## src/rtl/spi_cfg_pkg.sv

```systemverilog
package spi_cfg_pkg;

    localparam int FRAME_BITS = 16;
    localparam int ADDR_W     = 7;
    localparam int DATA_W     = 8;
    localparam int N_GRP      = 2;
    localparam int GRP_CH     = 4;
    localparam int N_CH       = N_GRP * GRP_CH;
    localparam int CNT_W      = $clog2(FRAME_BITS + 1);
    localparam int HDR_BITS   = FRAME_BITS - DATA_W;

    localparam logic [ADDR_W-1:0] ADDR_SWRST = 7'h00;
    localparam logic [ADDR_W-1:0] ADDR_MODE  = 7'h01;

    typedef struct packed {
        logic              rd;
        logic [ADDR_W-1:0] addr;
        logic [DATA_W-1:0] data;
    } frame_t;

    typedef struct packed {
        logic              dcs_off;
        logic              rand_en;
        logic              twos;
        logic              sleep;
        logic [GRP_CH-1:0] nap;
    } mode_t;

    // Channel index (0-based) driven by a nap bit of a group.
    function automatic int chan_of(input int grp, input int nap_bit);
        int r;
        if (grp == 0) begin
            case (nap_bit)
                0: r = 0;
                1: r = 3;
                2: r = 4;
                default: r = 7;
            endcase
        end else begin
            case (nap_bit)
                0: r = 1;
                1: r = 2;
                2: r = 5;
                default: r = 6;
            endcase
        end
        return r;
    endfunction

endpackage

```

## src/rtl/spi_pin_sync.sv

```systemverilog
module spi_pin_sync #(
    parameter int             W       = 4,
    parameter int             STAGES  = 2,
    parameter logic [W-1:0]   RST_VAL = '0
) (
    input  logic         clk,
    input  logic         rst,
    input  logic [W-1:0] raw,
    output logic [W-1:0] synced
);
    logic [W-1:0] chain [STAGES];

    generate
        for (genvar s = 0; s < STAGES; s++) begin : g_stage
            always_ff @(posedge clk) begin
                if (rst) chain[s] <= RST_VAL;
                else if (s == 0) chain[s] <= raw;
                else chain[s] <= chain[(s == 0) ? 0 : s-1];
            end
        end
    endgenerate

    assign synced = chain[STAGES-1];
endmodule

```

## src/rtl/spi_frame_rx.sv

```systemverilog
module spi_frame_rx
    import spi_cfg_pkg::*;
(
    input  logic              clk,
    input  logic              rst,
    input  logic              sel_a,
    input  logic              sel_b,
    input  logic              sck_rise,
    input  logic              sck_fall,
    input  logic              sdi,
    input  logic [DATA_W-1:0] rd_byte,
    output logic [ADDR_W-1:0] hdr_addr,
    output logic              tgt_a,
    output logic              tgt_b,
    output frame_t            frame,
    output logic              commit,
    output logic              sdo_oe
);
    logic                  active;
    logic [CNT_W-1:0]      cnt;
    logic [FRAME_BITS-1:0] shreg;
    logic [DATA_W-1:0]     tx;
    logic                  sdo_bit;
    logic                  tx_on;

    assign active   = sel_a | sel_b;
    assign hdr_addr = shreg[ADDR_W-1:0];
    assign frame    = frame_t'(shreg);

    always_ff @(posedge clk) begin
        if (rst) begin
            cnt     <= '0;
            shreg   <= '0;
            tx      <= '0;
            sdo_bit <= 1'b1;
            tx_on   <= 1'b0;
            tgt_a   <= 1'b0;
            tgt_b   <= 1'b0;
            commit  <= 1'b0;
        end else begin
            commit <= 1'b0;
            if (!active) begin
                commit  <= (cnt == CNT_W'(FRAME_BITS));
                cnt     <= '0;
                tx_on   <= 1'b0;
                sdo_bit <= 1'b1;
            end else begin
                if (sck_rise && cnt < CNT_W'(FRAME_BITS)) begin
                    shreg <= {shreg[FRAME_BITS-2:0], sdi};
                    cnt   <= cnt + 1'b1;
                    if (cnt == '0) begin
                        tgt_a <= sel_a;
                        tgt_b <= sel_b;
                    end
                end
                if (sck_fall) begin
                    if (cnt == CNT_W'(HDR_BITS)) begin
                        tx_on   <= shreg[ADDR_W];
                        sdo_bit <= rd_byte[DATA_W-1];
                        tx      <= {rd_byte[DATA_W-2:0], 1'b0};
                    end else if (cnt > CNT_W'(HDR_BITS) && cnt < CNT_W'(FRAME_BITS)) begin
                        sdo_bit <= tx[DATA_W-1];
                        tx      <= {tx[DATA_W-2:0], 1'b0};
                    end else if (cnt == CNT_W'(FRAME_BITS)) begin
                        tx_on   <= 1'b0;
                        sdo_bit <= 1'b1;
                    end
                end
            end
        end
    end

    assign sdo_oe = tx_on & ~sdo_bit;

    AST_TX_IDLE: assert property (@(posedge clk) disable iff (rst)
        (!active && !$past(active)) |-> !sdo_oe) else $error("tx idle");

endmodule

```

## src/rtl/cfg_bank.sv

```systemverilog
module cfg_bank
    import spi_cfg_pkg::*;
(
    input  logic              clk,
    input  logic              rst,
    input  logic              clr,
    input  logic              wr_en,
    input  logic [DATA_W-1:0] wr_data,
    output mode_t             q
);
    always_ff @(posedge clk) begin
        if (rst || clr) q <= '0;
        else if (wr_en) q <= mode_t'(wr_data);
    end

    AST_BANK_CLR: assert property (@(posedge clk) disable iff (rst)
        clr |=> (q == '0)) else $error("bank clr");
    AST_BANK_HOLD: assert property (@(posedge clk) disable iff (rst)
        (!clr && !wr_en) |=> $stable(q)) else $error("bank hold");

endmodule

```

## src/rtl/chan_map.sv

```systemverilog
module chan_map
    import spi_cfg_pkg::*;
(
    input  logic             clk,
    input  logic             rst,
    input  mode_t            grp_mode [N_GRP],
    input  logic             force_sleep,
    output logic [N_GRP-1:0] grp_sleep,
    output logic [N_CH-1:0]  chan_off
);
    generate
        for (genvar g = 0; g < N_GRP; g++) begin : g_grp
            assign grp_sleep[g] = force_sleep | grp_mode[g].sleep;
            for (genvar b = 0; b < GRP_CH; b++) begin : g_ch
                assign chan_off[chan_of(g, b)] = grp_sleep[g] | grp_mode[g].nap[b];

                AST_SLEEP_OFF: assert property (@(posedge clk) disable iff (rst)
                    grp_mode[g].sleep |-> chan_off[chan_of(g, b)]) else $error("sleep off");
            end
        end
    endgenerate
endmodule

```

## src/rtl/spi_dual_bank_cfg.sv

```systemverilog
module spi_dual_bank_cfg
    import spi_cfg_pkg::*;
#(
    parameter int SYNC_STAGES   = 2,
    parameter int RST_SLEEP_CYC = 4
) (
    input  logic       clk,
    input  logic       rst,
    input  logic       sck,
    input  logic       cs_a_n,
    input  logic       cs_b_n,
    input  logic       sdi,
    output logic       sdo_oe,
    output logic [1:0] dcs_off,
    output logic [1:0] rand_en,
    output logic [1:0] twos_comp,
    output logic [1:0] sleep,
    output logic [7:0] chan_off
);
    localparam int SLP_W = $clog2(RST_SLEEP_CYC + 1);

    logic [3:0]        pins_s;
    logic              sck_s, csa_s, csb_s, sdi_s, sck_d;
    logic              sck_rise, sck_fall;
    logic [ADDR_W-1:0] hdr_addr;
    logic              tgt_a, tgt_b, commit;
    frame_t            frame;
    logic [DATA_W-1:0] rd_byte;
    logic              sw_rst, wr_mode;
    logic [N_GRP-1:0]  wr_en;
    logic [SLP_W-1:0]  slp_cnt;
    mode_t             mode [N_GRP];

    spi_pin_sync #(.W(4), .STAGES(SYNC_STAGES), .RST_VAL(4'b0110)) u_sync (
        .clk(clk), .rst(rst), .raw({sck, cs_a_n, cs_b_n, sdi}), .synced(pins_s)
    );
    assign {sck_s, csa_s, csb_s, sdi_s} = pins_s;

    always_ff @(posedge clk) begin
        if (rst) sck_d <= 1'b0;
        else     sck_d <= sck_s;
    end
    assign sck_rise = sck_s & ~sck_d;
    assign sck_fall = ~sck_s & sck_d;

    spi_frame_rx u_rx (
        .clk(clk), .rst(rst), .sel_a(~csa_s), .sel_b(~csb_s),
        .sck_rise(sck_rise), .sck_fall(sck_fall), .sdi(sdi_s),
        .rd_byte(rd_byte), .hdr_addr(hdr_addr), .tgt_a(tgt_a), .tgt_b(tgt_b),
        .frame(frame), .commit(commit), .sdo_oe(sdo_oe)
    );

    always_comb begin
        rd_byte = '0;
        if (hdr_addr == ADDR_MODE) rd_byte = tgt_a ? mode[0] : mode[1];
    end

    assign sw_rst  = commit && !frame.rd && frame.addr == ADDR_SWRST && frame.data[DATA_W-1];
    assign wr_mode = commit && !frame.rd && frame.addr == ADDR_MODE;
    assign wr_en   = {wr_mode & tgt_b, wr_mode & tgt_a};

    generate
        for (genvar g = 0; g < N_GRP; g++) begin : g_bank
            cfg_bank u_bank (
                .clk(clk), .rst(rst), .clr(sw_rst), .wr_en(wr_en[g]),
                .wr_data(frame.data), .q(mode[g])
            );
            assign dcs_off[g]   = mode[g].dcs_off;
            assign rand_en[g]   = mode[g].rand_en;
            assign twos_comp[g] = mode[g].twos;
        end
    endgenerate

    always_ff @(posedge clk) begin
        if (rst)                 slp_cnt <= '0;
        else if (sw_rst)         slp_cnt <= SLP_W'(RST_SLEEP_CYC);
        else if (slp_cnt != '0)  slp_cnt <= slp_cnt - 1'b1;
    end

    chan_map u_map (
        .clk(clk), .rst(rst), .grp_mode(mode), .force_sleep(slp_cnt != '0),
        .grp_sleep(sleep), .chan_off(chan_off)
    );

    AST_WR_ONLY_ON_COMMIT: assert property (@(posedge clk) disable iff (rst)
        !$stable(mode[0]) |-> $past(wr_en[0] | sw_rst)) else $error("bank A change");
    AST_SLEEP_ON_SWRST: assert property (@(posedge clk) disable iff (rst)
        sw_rst |=> (sleep == 2'b11)) else $error("sleep pulse");

endmodule

```

## config.mk

```make
export PLATFORM = sky130hd
export DESIGN_NAME = spi_dual_bank_cfg
export DESIGN_NICKNAME = d
export VERILOG_FILES = /design/src/rtl/spi_cfg_pkg.sv /design/src/rtl/spi_pin_sync.sv /design/src/rtl/spi_frame_rx.sv /design/src/rtl/cfg_bank.sv /design/src/rtl/chan_map.sv /design/src/rtl/spi_dual_bank_cfg.sv
export SDC_FILE = /design/constraint.sdc
export NUM_CORES = 1
export LEC_CHECK = 0
export BUFFER_PORTS_ARGS = -buffer_cell sky130_fd_sc_hd__buf_2
export CAP_MARGIN = 20
export CELL_PAD_IN_SITES_DETAIL_PLACEMENT = 2
export CELL_PAD_IN_SITES_GLOBAL_PLACEMENT = 2
export CORE_MARGIN = 5
export CORE_UTILIZATION = 39
export CTS_BUF_LIST = sky130_fd_sc_hd__clkbuf_16
export DETAILED_ROUTE_END_ITERATION = 8
export PLACE_DENSITY = 0.92
export SETUP_SLACK_MARGIN = 0.3
export SYNTH_ARGS = -nofsm -noshare
export SYNTH_HDL_FRONTEND = slang
export SYNTH_HIERARCHICAL = 1
export SYNTH_SLANG_ARGS = --single-unit
```

## constraint.sdc

```tcl
create_clock -name clk -period 5.3 [get_ports clk]
set_input_delay 1.59 -clock clk [delete_from_list [all_inputs] [get_ports clk]]
set_output_delay 1.59 -clock clk [all_outputs]
set_load 0.01 [all_outputs]
```

After elaboration in Yosys (flattened, before gate mapping)
Memory sizes are Yosys's and may differ from the RTL's.
Cells that the tools add are included.
{"block": "op_classes", "n_addsub": 2, "order_cmp": 2, "eq_ne": 5, "mux": 17, "bitwise_logic": 24, "n_reduce_logical": 23}
{"cell": "8-bit 2-to-1 mux", "count": 4}
{"cell": "7-bit by 1-bit equality test with 1-bit output, second input constant", "count": 2}
{"cell": "1-bit OR", "count": 13}
{"cell": "1-bit 2-to-1 mux", "count": 9}
{"cell": "3-bit AND reduction", "count": 3}
{"cell": "4-bit 2-to-1 mux", "count": 2}
{"cell": "7-bit logical NOT", "count": 1}
{"cell": "1-bit logical AND", "count": 6}
{"cell": "3-bit 2-to-1 mux", "count": 2}
{"cell": "1-bit inverter", "count": 6}
{"cell": "2-bit nonzero test", "count": 3}
{"cell": "3-bit nonzero test", "count": 2}
{"cell": "2-bit OR reduction", "count": 3}
{"cell": "5-bit by 1-bit adder with 5-bit output, second input constant", "count": 1}
{"cell": "1-bit AND", "count": 5}
{"cell": "5-bit by 4-bit equality test with 1-bit output, second input constant", "count": 1}
{"cell": "5-bit equality test, second input constant", "count": 1}
{"cell": "5-bit by 4-bit greater-than comparator with 1-bit output, second input constant", "count": 1}
{"cell": "5-bit logical NOT", "count": 1}
{"cell": "5-bit less-than comparator, second input constant", "count": 1}
{"cell": "2-bit AND reduction", "count": 2}
{"cell": "3-bit by 1-bit subtractor with 3-bit output, second input constant", "count": 1}
{"cell": "2-bit by 1-bit inequality test with 1-bit output, second input constant", "count": 1}
{"cell": "1-bit logical NOT", "count": 1}
{"cell": "1-bit logical OR", "count": 1}
{"block": "totals", "regBits": 54, "ramBits": 8, "n_memories": 1}
{"memory": "u_sync.chain", "words": 2, "width": 4, "rd": 2, "rd_ports_with_merged_regs": 0, "wr": 2, "line": "spi_pin_sync.sv:11", "text": "logic [W-1:0] chain [STAGES];"}

Logic depth before layout (Yosys ltp)
{"block": "depth", "word_depth": 5, "mapped_depth": 7, "ltp_nobuf": 7}

Cells and area by module
The synthesis kept the hierarchy.
{"module": "spi_frame_rx", "n_inst": 1, "cells_each": 180, "area_each_um2": 1544.0, "seq_area_each_um2": 660.6}
{"module": "cfg_bank", "n_inst": 2, "cells_each": 27, "area_each_um2": 295.3, "seq_area_each_um2": 160.2}
{"module": "spi_dual_bank_cfg", "n_inst": 1, "cells_each": 51, "area_each_um2": 396.6, "seq_area_each_um2": 80.1}
{"module": "spi_pin_sync", "n_inst": 1, "cells_each": 16, "area_each_um2": 210.2, "seq_area_each_um2": 160.2}
{"module": "chan_map", "n_inst": 1, "cells_each": 10, "area_each_um2": 62.6, "seq_area_each_um2": 0.0}

Worst setup path before layout
No wires, ideal clock.
{"block": "synth_timing", "path_type": "register to output", "start": "register slp_cnt[0]", "end": "output chan_off[1]", "arrival_time_ps": 1276, "setup_slack_ps": 2434, "stages_incl_launch_ff": 6, "path_buffers": 0, "cell_sequence": "dfxtp_1 -> inv_1 -> ha_1 -> ha_1 -> inv_1 -> or3_1"}
{"block": "synth_between", "elab_chain_len": 3}
{"element": "from (decl)", "line": "spi_dual_bank_cfg.sv:31", "text": "logic [SLP_W-1:0] slp_cnt;"}
{"element": "from (signal assigned)", "line": "spi_dual_bank_cfg.sv:76", "text": "else if (sw_rst) slp_cnt <= SLP_W'(RST_SLEEP_CYC);"}
{"element": "from (signal assigned)", "line": "spi_dual_bank_cfg.sv:77", "text": "else if (slp_cnt != '0) slp_cnt <= slp_cnt - 1'b1;"}
{"element": "3-bit nonzero test", "line": "spi_dual_bank_cfg.sv:81", "text": ".clk(clk), .rst(rst), .grp_mode(mode), .force_sleep(slp_cnt != '0),"}
{"element": "1-bit OR", "line": "chan_map.sv:13", "text": "assign grp_sleep[g] = force_sleep | grp_mode[g].sleep;"}
{"element": "1-bit OR", "line": "chan_map.sv:15", "text": "assign chan_off[chan_of(g, b)] = grp_sleep[g] | grp_mode[g].nap[b];"}
{"element": "to (decl)", "line": "spi_dual_bank_cfg.sv:18", "text": "output logic [7:0] chan_off"}
No other way between the ends.

Worst setup path in the final report
{"block": "layout_timing", "start": "register slp_cnt[0]", "end": "output chan_off[6]"}
Same word-level chain as after synthesis.

==> impl_metrics.csv <==
group,metric,value,unit
run_status,outcome,"finished clean",
critical_path,r2r_end,"g_bank[1].u_bank/q[3]",
power,seq_power_share,36.0,%
synthesis,synth_top_area_cell,"dfxtp_1",
global_routing,first_global_vias,2535,
global_routing,grt_max_degree,43,
critical_path,crit_type,"flip-flop to output pin",
hold_path,holdPathEnd,"u_sync/chain[1][2]",
power,p_switching,350,uW
synthesis,syn_avg_cell_area,9.02,sq um
critical_path,crit_required,3.71,ns
final_layout,fin_nets,328,
power,p_int,980,uW
timing,fin_crit,3.44,ns
critical_path,rr_worst_depth,5,
floorplanning,start_util,39.3,%
critical_path,max_stage_delay,0.39,ns
clock_network,clk-insertion-delay-late,0.33,ns
synthesis,synth-async-reset-ratio,0,%
synthesis,synth_flop_cell,"dfxtp_1",
critical_path,reg2reg_slack,3.34,ns
clock_network,post_cts_hold_buffer_count,0,
hold_path,min_path_cells,1,
final_layout,insertedDiodeCount,0,
routing,postRouteWirelength,7.88,mm
power,power_frac_comb,17.5,%
clock_network,clock-sinks,61,
timing,finClkSkew,0.00546,ns
clock_network,root_buffer,"clkbuf_16",
synthesis,synthTopCellsByArea,"dfxtp_1, mux2i_1, a21oi_1",
hold_path,worstHoldStart,"u_sync/chain[0][2]",
routing,antenna_left,0,
timing,setup_viol_count_final,0,
timing,rsz0062_at_grt,"no",
routing,via_per_inst,5.39,
routing,dr.pass1.iters,4,
synthesis,yosys_register_bits,61,
critical_path,path_max_fanout,10,
synthesis,synth_cell_type_count,40,
final_layout,drive_gt1_share,14.9,%
synthesis,yosysTopAreaCellShare,43.6,%
synthesis,synth-seq-area-share,43.6,%
clock_network,h-tree-depth,3,
timing,finalSetupTns,0,ns
power,power_density,417,mW/mm^2
routing,drc,0,
floorplanning,die_w,94.8,microns
synthesis,netlist_area,0.00280,sq mm
synthesis,synth_edf_count,0,
final_layout,fin_util,44.7,%
timing,relSlewSlack,42.7,%
clock_network,post_cts_resized,0,
routing,num_vias,2270,
critical_path,startpoint_type,"flip-flop",
critical_path,critical_path.slowest_cell,"or3_1",
synthesis,synth_nets,322,
floorplanning,die-area,0.00899,sq mm
critical_path,startpoint,"slp_cnt[0]",
clock_network,clkTransAtPathRegs,0.05,ns
power,switching_share,26.3,%
power,p_clk_share,46.5,%
synthesis,synth_cells,311,
place,place_congestion,0.753,
timing,fmax,0.291,GHz
floorplanning,io_pins,23,
critical_path,r2r-start,"u_rx/frame[10]",
timing,drv_slew,0,
clock_network,cts_setup_buffers,0,
power,ir_drop,158,uV
clock_network,cts_inserted_buffers,9,
hold_path,hold_class,"flip-flop to flip-flop",
clock_network,ctsLongestPathBuffers,2,
critical_path,endpoint_kind,"output pin",
clock_network,cts_tree,"yes",
floorplanning,core_region_area,0.00714,sq mm
final_layout,final_common_cell,"dfxtp_1",
routing,drtIter0Drc,117,
final_layout,layout_common_cells,"dfxtp_1, nor2_1, a21oi_1",
timing,tightest_slew,0.859,ns
final_layout,synthToLayoutAreaGrowth,13.7,%
floorplanning,chipHeight,94.8,microns
place,portBuffers,22,
routing,wire_per_inst,18.7,microns
timing,holdWs,0.412,ns
critical_path,worstPathArrival,1.85,ns
global_routing,grt-ovfl-total,0,
synthesis,ys_warn_count,6,
timing,fin_crit_sh,64.9,%
run,cap_violations,0,
global_routing,grt_antenna_before_repair,0,
floorplanning,rows,31,
critical_path,worstPathCellList,"inv_1 -> ha_1 -> ha_1 -> inv_1 -> or3_1 -> buf_2",
global_routing,grt.total_usage,19.3,%
power,leakage,0.00120,uW
timing,hold_viol,0,
place,place_hpwl,5.25,mm
global_routing,grt_pass1_wl,13.1,mm
## synth_stat cells (2+ instances only)
cell,instances
nand3_1,20
and3b_1,2
nor4b_1,2
nand2_1,5
o21ai_0,18
nand3b_1,2
inv_1,10
xor2_1,2
a211oi_1,8
or2_2,2
buf_2,8
nand2b_1,3
a21oi_1,31
nor3_1,2
dfxtp_1,61
clkbuf_1,7
and3_1,2
nor2_1,33
ha_1,5
buf_6,3
nand4_1,2
or2_1,7
o31ai_2,2
o31ai_1,2
nor2b_1,11
buf_4,10
or3_1,9
mux2i_1,30
## power groups by stage
stage	registers (uW)	clock network, uW	logic [uW]
floorplan	487	0	153
global placement	488	0	221
detailed placement	489	0	240
CTS	479	630	242
global route	480	657	260
finish	479	618	233
## logic make-up after synthesis
kind of cell,synth area share [%]
xor+xnor,0.937
buf+inv,7.72
fa+ha+maj,2.23
compound gates,13.0
mux,10.7
simple gates,21.9
flops,43.6
## routing by layer
metal / GRT usage (%) / up-vias / routed length, microns
met5: 0 / - / 0
met4: 8.41 / 0 / 114
met3: 4.86 / 7 / 244
met2: 35.6 / 30 / 4270
met1: 20.7 / 1144 / 3250
li1: - / 1089 / -
## area by class of cell
type	instances	area, sq um
clock buffer	9	225
clock inverter	7	90.1
fill	784	3950
inverter	10	37.5
multi-input combinational	211	1370
sequential	61	1220
tap	99	124
timing repair buffer	24	125
## worst max-delay path by stage
stage / end / slack (ns) / cells past startpoint
after floorplan: chan_off[1] / 2.43 / 5
after global placement: chan_off[6] / 2.29 / 6
after detailed placement: chan_off[6] / 2.18 / 6
after CTS: chan_off[6] / 1.82 / 6
after global routing: chan_off[6] / 1.75 / 6
final: chan_off[6] / 1.86 / 6
## sequential cells by signal, indices dropped and copies added, names as in the netlist
name,count
g_bank.u_bank/q,16
slp_cnt,3
u_rx/tgt_a,1
u_rx/tx_on,1
u_rx/commit,1
u_rx/sdo_bit,1
sck_d,1
u_rx/cnt,5
u_rx/tx,7
u_rx/tgt_b,1
u_rx/frame,16
u_sync/chain,8
## critical path: cells and delay by family, from the launching register on
kind | cells | cell delay [ns]
simple gates | 1 | 0.39
flops | 1 | 0.31
fa+ha+maj | 2 | 0.45
buf+inv | 3 | 0.36
## stage by stage
step | worst slack (ns) | instances | instance area [sq um] | total power, uW
after floorplan | 2.43 | 311 | 2800 | 640
after global placement | 2.29 | 405 | 2870 | 709
after detailed placement | 2.18 | 405 | 2870 | 729
after CTS | 1.82 | 421 | 3190 | 1350
after global routing | 1.75 | 421 | 3190 | 1400
final | 1.86 | 421 | 3190 | 1330
Power figures use the tool's default switching activity.
